==> src/rtl/rtc_pkg.sv <==
package rtc_pkg;

    localparam int CMD_W      = 8;
    localparam int FRAME_BITS = 16;
    localparam int PHASE_W    = $clog2(FRAME_BITS + 1);

    localparam logic [PHASE_W-1:0] PH_CMD_DONE = PHASE_W'(CMD_W);
    localparam logic [PHASE_W-1:0] PH_LAST     = PHASE_W'(FRAME_BITS - 1);
    localparam logic [PHASE_W-1:0] PH_FULL     = PHASE_W'(FRAME_BITS);

    localparam int OP_TIME_LO   = 'h20;
    localparam int OP_TIME_HI   = 'h2F;
    localparam int OP_STAT_RD   = 'h30;
    localparam int OP_ZERO_RD   = 'h31;
    localparam int OP_RAM_WR    = 'h80;
    localparam int OP_STAT_WR   = 'hB1;

    localparam logic [7:0] STAT_FLAG_MASK = 8'h18;
    localparam int         STAT_KEY_BIT   = 2;

    typedef enum logic [2:0] {
        CL_RAM_RD,
        CL_TIME_RD,
        CL_STAT_RD,
        CL_ZERO_RD,
        CL_RAM_WR,
        CL_STAT_WR,
        CL_NONE
    } cmd_class_e;

    typedef struct packed {
        logic [PHASE_W-1:0] phase;
        logic [CMD_W-1:0]   cmd;
        logic [7:0]         data;
    } frame_t;

    function automatic logic [7:0] to_bcd(input logic [6:0] v);
        int tens;
        int units;
        tens  = int'(v) / 10;
        units = int'(v) % 10;
        return 8'((tens << 4) | units);
    endfunction

    function automatic cmd_class_e classify(input logic [7:0] c, input int ram_words);
        int ci;
        ci = int'(c);
        if (ci < ram_words)                             return CL_RAM_RD;
        if (ci >= OP_TIME_LO && ci <= OP_TIME_HI)       return CL_TIME_RD;
        if (ci == OP_STAT_RD)                           return CL_STAT_RD;
        if (ci == OP_ZERO_RD)                           return CL_ZERO_RD;
        if (ci >= OP_RAM_WR && ci < OP_RAM_WR + ram_words) return CL_RAM_WR;
        if (ci == OP_STAT_WR)                           return CL_STAT_WR;
        return CL_NONE;
    endfunction

endpackage

==> src/rtl/rtc_frame_shift.sv <==
module rtc_frame_shift
    import rtc_pkg::*;
(
    input  logic   clk,
    input  logic   rst,
    input  logic   ce_i,
    input  logic   sclk_i,
    input  logic   sdi_i,
    output frame_t frame_o,
    output logic   commit_o,
    output logic [7:0] commit_data_o
);

    logic   sclk_q;
    frame_t fr;
    logic   fall;
    logic   take;

    assign fall          = ce_i && sclk_q && !sclk_i;
    assign take          = fall && (fr.phase != PH_FULL);
    assign commit_data_o = {fr.data[6:0], sdi_i};
    assign commit_o      = take && (fr.phase == PH_LAST);
    assign frame_o       = fr;

    always_ff @(posedge clk) begin
        if (rst) begin
            sclk_q <= 1'b0;
            fr     <= '0;
        end else begin
            sclk_q <= sclk_i;
            if (!ce_i) begin
                fr <= '0;
            end else if (take) begin
                if (fr.phase < PH_CMD_DONE) begin
                    fr.cmd <= {fr.cmd[CMD_W-2:0], sdi_i};
                end else begin
                    fr.data <= commit_data_o;
                end
                fr.phase <= fr.phase + 1'b1;
            end
        end
    end

    // a low select empties the frame at the next edge
    a_r3_abort_clears: assert property (@(posedge clk) disable iff (rst)
        !ce_i |=> (fr == '0));

    // without a falling serial clock nothing moves
    a_r2_hold_without_fall: assert property (@(posedge clk) disable iff (rst)
        (ce_i && !(sclk_q && !sclk_i)) |=> $stable(fr));

    // a full frame stays full while selected
    a_r9_saturate: assert property (@(posedge clk) disable iff (rst)
        (ce_i && fr.phase == PH_FULL) |=> (fr.phase == PH_FULL));

endmodule

==> src/rtl/rtc_store.sv <==
module rtc_store
    import rtc_pkg::*;
#(
    parameter int         RAM_WORDS   = 32,
    parameter logic [7:0] STATUS_INIT = 8'h90
) (
    input  logic       clk,
    input  logic       rst,
    input  logic [7:0] cmd_i,
    input  logic       commit_i,
    input  logic [7:0] wdata_i,
    input  logic [5:0] sec_i,
    input  logic [5:0] min_i,
    input  logic [4:0] hour_i,
    input  logic [4:0] mday_i,
    input  logic [3:0] mon_i,
    input  logic [6:0] year_i,
    output logic [7:0] rd_byte_o,
    output logic       is_read_o,
    output logic       irq_clear_o
);

    localparam int AW = (RAM_WORDS > 1) ? $clog2(RAM_WORDS) : 1;

    logic [7:0]    mem [RAM_WORDS];
    logic [7:0]    status;
    logic          irq_q;
    cmd_class_e    cls;
    logic [AW-1:0] wr_idx;
    logic [AW-1:0] rd_idx;
    logic [7:0]    time_byte;
    logic          key_hit;

    assign cls     = classify(cmd_i, RAM_WORDS);
    assign wr_idx  = AW'(cmd_i - 8'(OP_RAM_WR));
    assign rd_idx  = AW'(cmd_i);
    assign key_hit = commit_i && (cls == CL_STAT_WR) && wdata_i[STAT_KEY_BIT];

    always_comb begin
        case (cmd_i[3:0])
            4'h0:    time_byte = to_bcd({1'b0, sec_i});
            4'h1:    time_byte = to_bcd({1'b0, min_i});
            4'h2:    time_byte = to_bcd({2'b0, hour_i});
            4'h4:    time_byte = to_bcd({2'b0, mday_i});
            4'h5:    time_byte = to_bcd({3'b0, mon_i});
            4'h6:    time_byte = to_bcd(year_i);
            default: time_byte = 8'h00;
        endcase
    end

    always_comb begin
        case (cls)
            CL_RAM_RD:  rd_byte_o = mem[rd_idx];
            CL_TIME_RD: rd_byte_o = time_byte;
            CL_STAT_RD: rd_byte_o = status;
            default:    rd_byte_o = 8'h00;
        endcase
    end

    assign is_read_o   = (cls == CL_RAM_RD) || (cls == CL_TIME_RD) ||
                         (cls == CL_STAT_RD) || (cls == CL_ZERO_RD);
    assign irq_clear_o = irq_q;

    always_ff @(posedge clk) begin
        if (rst) begin
            for (int i = 0; i < RAM_WORDS; i++) mem[i] <= '0;
            status <= STATUS_INIT;
            irq_q  <= 1'b0;
        end else begin
            irq_q <= key_hit;
            if (key_hit) status <= status & ~STAT_FLAG_MASK;
            if (commit_i && cls == CL_RAM_WR) mem[wr_idx] <= wdata_i;
        end
    end

    // status moves only at a frame commit
    a_r8_status_only_on_commit: assert property (@(posedge clk) disable iff (rst)
        !commit_i |=> $stable(status));

    // the clear pulse lasts a single cycle
    a_r8_pulse_single: assert property (@(posedge clk) disable iff (rst)
        irq_q |=> !irq_q);

endmodule

==> src/rtl/serial_rtc_slave.sv <==
module serial_rtc_slave
    import rtc_pkg::*;
#(
    parameter int         RAM_WORDS   = 32,
    parameter logic [7:0] STATUS_INIT = 8'h90
) (
    input  logic       clk,
    input  logic       rst,
    input  logic       ce_i,
    input  logic       sclk_i,
    input  logic       sdi_i,
    input  logic [5:0] sec_i,
    input  logic [5:0] min_i,
    input  logic [4:0] hour_i,
    input  logic [4:0] mday_i,
    input  logic [3:0] mon_i,
    input  logic [6:0] year_i,
    output logic       sdo_o,
    output logic       sdo_en_o,
    output logic       data_view_o,
    output logic       irq_clear_o
);

    frame_t     fr;
    logic       commit;
    logic [7:0] commit_data;
    logic [7:0] rd_byte;
    logic       is_read;
    logic       in_window;

    rtc_frame_shift u_shift (
        .clk          (clk),
        .rst          (rst),
        .ce_i         (ce_i),
        .sclk_i       (sclk_i),
        .sdi_i        (sdi_i),
        .frame_o      (fr),
        .commit_o     (commit),
        .commit_data_o(commit_data)
    );

    rtc_store #(
        .RAM_WORDS  (RAM_WORDS),
        .STATUS_INIT(STATUS_INIT)
    ) u_store (
        .clk        (clk),
        .rst        (rst),
        .cmd_i      (fr.cmd),
        .commit_i   (commit),
        .wdata_i    (commit_data),
        .sec_i      (sec_i),
        .min_i      (min_i),
        .hour_i     (hour_i),
        .mday_i     (mday_i),
        .mon_i      (mon_i),
        .year_i     (year_i),
        .rd_byte_o  (rd_byte),
        .is_read_o  (is_read),
        .irq_clear_o(irq_clear_o)
    );

    assign in_window   = (fr.phase >= PH_CMD_DONE) && (fr.phase < PH_FULL);
    assign sdo_en_o    = ce_i && in_window && is_read;
    assign sdo_o       = sdo_en_o ? rd_byte[3'd7 - fr.phase[2:0]] : 1'b0;
    assign data_view_o = sdo_en_o ? sdo_o : sdi_i;

    // a commit always closes the frame
    a_r5_commit_fills_frame: assert property (@(posedge clk) disable iff (rst)
        commit |=> (fr.phase == PH_FULL));

    // no driving while the command is still arriving
    a_r4_quiet_before_data: assert property (@(posedge clk) disable iff (rst)
        (fr.phase < PH_CMD_DONE) |-> !sdo_en_o);

endmodule

==> config.mk <==
export PLATFORM = sky130hd
export DESIGN_NAME = serial_rtc_slave
export DESIGN_NICKNAME = d
export VERILOG_FILES = /design/src/rtl/rtc_pkg.sv /design/src/rtl/rtc_frame_shift.sv /design/src/rtl/rtc_store.sv /design/src/rtl/serial_rtc_slave.sv
export SDC_FILE = /design/constraint.sdc
export NUM_CORES = 1
export LEC_CHECK = 0
export ABC_AREA = 1
export CORE_MARGIN = 10
export CORE_UTILIZATION = 30
export CTS_CLUSTER_SIZE = 25
export DETAILED_ROUTE_END_ITERATION = 7
export PLACE_DENSITY = 0.53
export SLEW_MARGIN = 20
export SYNTH_ARGS = -nofsm -noshare
export SYNTH_HDL_FRONTEND = slang
export SYNTH_HIERARCHICAL = 1
export SYNTH_SLANG_ARGS = --single-unit
==> constraint.sdc <==
create_clock -name clk -period 3.1 [get_ports clk]
set_input_delay 0.31 -clock clk [delete_from_list [all_inputs] [get_ports clk]]
set_output_delay 0.31 -clock clk [all_outputs]
set_load 0.02 [all_outputs]
==> results.md <==
- Status: complete, but fails checks
- Failing checks: negative setup slack
- Min-delay worst type: primary input to register
- Cell Pwr Density: 465.2 mW/mm^2
- Metal2 WL: 20980 microns
- Mapped Cells: 1449
- Worst-Skew Late Latency: 0.57 ns
- Port-buffer cells: 41
- Initial antenna violation count: 1
- Slew HR: 0.4206
- Commonest non-fill, non-tap cell in the layout: nor2_1
- Post-Route WL: 44270 microns
- Inst Count DP: 2315
- Worst-path fanout max: 6
- Crit end category: output pin
- Top Layer Used: met5
- Largest net degree at the start of global routing: 34
- Footprint of the multi-input gates: 0.005472 sq mm
- Post-route minimum period: 3.555 ns
- Dpl hpwl: 30580 microns
- DRT iter0 DRCs: 982
- Critical path arrival: around 3.2 ns
- Syn Std Cell Area: 0.01374 sq mm
- Met3 wire len: 2909 microns
- Worst VDD drop: 0.3922 mV
- Final setup fails: 2
- CTS tree: built
- RR Endpoint: u_store/mem[19][7]
- Die area: roughly 0.055 sq mm
- Critical path type: register to output pin
- Initial Util: 0.3034
- Root buf cell: clkbuf_16
- Detailed-route DRC error count: 0
- Hold_sp: rst
- Final hold slack: 0.3868 ns
- H-tree Lvls: 1
- Total GRT Usage: 0.1575
- First-pass GRT wire length: 67700 microns
- Die X-Extent: 234.0 microns
- Fmax: 281.3 MHz
- Area delta synth->final: 39.38%
- Post-Route M1 WL: ~20000 microns
- Inserted Clock Buffers: 30
- Vias per std cell: 4.967
- Top-level port count: 42
- Synth warn: 6
- Worst endpoint required time: 2.79 ns
- Worst setup SP type: register
- Ant diodes: 0
- Final worst setup slack: -0.4547 ns
- Final slew viol count: 0
- Avg Inst Size Synth: 9.483 sq um
- Gpl congestion: 0.8854
- Post-route ant nets: 0
- Share of cells above drive strength 1: 0.2881
- Final Non-Filler Cells: 2398
- Number of global-route vias before repair: 11897
- Cts-stage hold buffer count: 0
- Sequential Area: 0.008158 sq mm
- Hold path cells: 2
- Max Cap Violations: 0
- Hold Path Sink: u_shift/sclk_q
- Reg-to-Reg Start: u_shift/frame_o[9]
- Least-Margin Pin Slew: 0.8638 ns
- Period utilization: 1.147
- Rows: around 80
- Finished Core Util: 0.4229
- P_leak: 7.418 nW
- Most frequent cells in the layout: nor2_1, buf_4, edfxtp_1
- Mapped Nets: between 1500 and 2000
- Reg-to-reg slack, setup: 0.22 ns
- Final Hold Fails: 0
- Reg clk slew, reported paths: around 0.070 ns
- Die extent in y: about 230 microns
- Reg2Reg Depth: 15
- Bufs on Longest Clock Path: 3
- Grt ovf: 0
- Routed wire per std cell: about 18 microns
- Pre-antenna DRT Iters: 7
- Clock Skews: 0.02100 ns
- Filler cell count: 4386
- CTS Sinks: around 280
- Core box area: 0.04528 sq mm
- Vias: 11910
- RSZ-0062 raised after global routing: yes
- Final nets: 1831
-- cell type report --
type                    count  share of cell area
flip-flops and latches    279              0.4259
multi-input cells         983              0.2857
repair buffers            357              0.1731
clock buffers              35             0.04129
well taps                 600             0.03920
inverters                 123             0.02522
clock inverters            21            0.009538
-- sequential cells by signal, indices dropped and copies added, names as in the netlist --
name / count
u_shift/commit_data_o: 7
u_store/irq_clear_o: 1
u_shift/sclk_q: 1
u_store/mem: 256
u_shift/frame_o: 13
u_store/status: 1
-- worst max-delay path: stages, from the launching register on --
cell        delay [ns]
dfxtp_4           0.38
buf_6             0.11
inv_4             0.04
nand2_8           0.09
buf_12            0.15
clkinvlp_4        0.17
buf_6             0.17
nand2_2           0.04
nand4_1           0.11
o211ai_1          0.32
o211ai_1          0.20
a32o_2            0.28
or2_0             0.19
nand2_1           0.08
nand3_2           0.08
nand3_4           0.08
nand2_2           0.05
buf_6             0.12
-- metal layers --
layer,up-vias,track usage
met1,5777,0.2109
met5,-,0
met4,2,0.03568
li1,5698,-
met2,378,0.2655
met3,55,0.02163
-- power by group --
group          switching [mW]  internal, mW  total (mW)
clock network            1.49          2.06        3.55
registers              0.0502          4.24        4.29
logic                   0.562         0.504        1.07
total                    2.10          6.81        8.91
-- through the flow --
step	TNS (ns)	total power, mW	instance area [sq um]	setup slack, ns
floorplan	0	4.771	13740	0.07887
global placement	-1.998	5.245	17220	-1.001
detailed placement	-2.261	5.263	17220	-1.138
CTS	-0.9003	8.875	18710	-0.4633
global route	-1.059	9.203	19150	-0.5385
finish	-0.8919	8.909	19150	-0.4547
-- worst max-delay path by stage --
stage / from / to / slack [ns] / cells past startpoint
after global placement: year_i[4] / sdo_o / -1.00 / 26
after floorplan: year_i[4] / sdo_o / 0.08 / 24
after CTS: u_shift/frame_o[8] / data_view_o / -0.46 / 16
after global routing: hour_i[3] / data_view_o / -0.54 / 19
final: u_shift/frame_o[9] / data_view_o / -0.45 / 17
after detailed placement: year_i[4] / sdo_o / -1.14 / 26
-- repair_timing --
item,in CTS,in global routing
pin swaps,31,38
gates resized for setup,102,102
buffers inserted,22,4
setup endpoints to repair,3,41
cloned,2,0
Power figures use the tool's default switching activity.
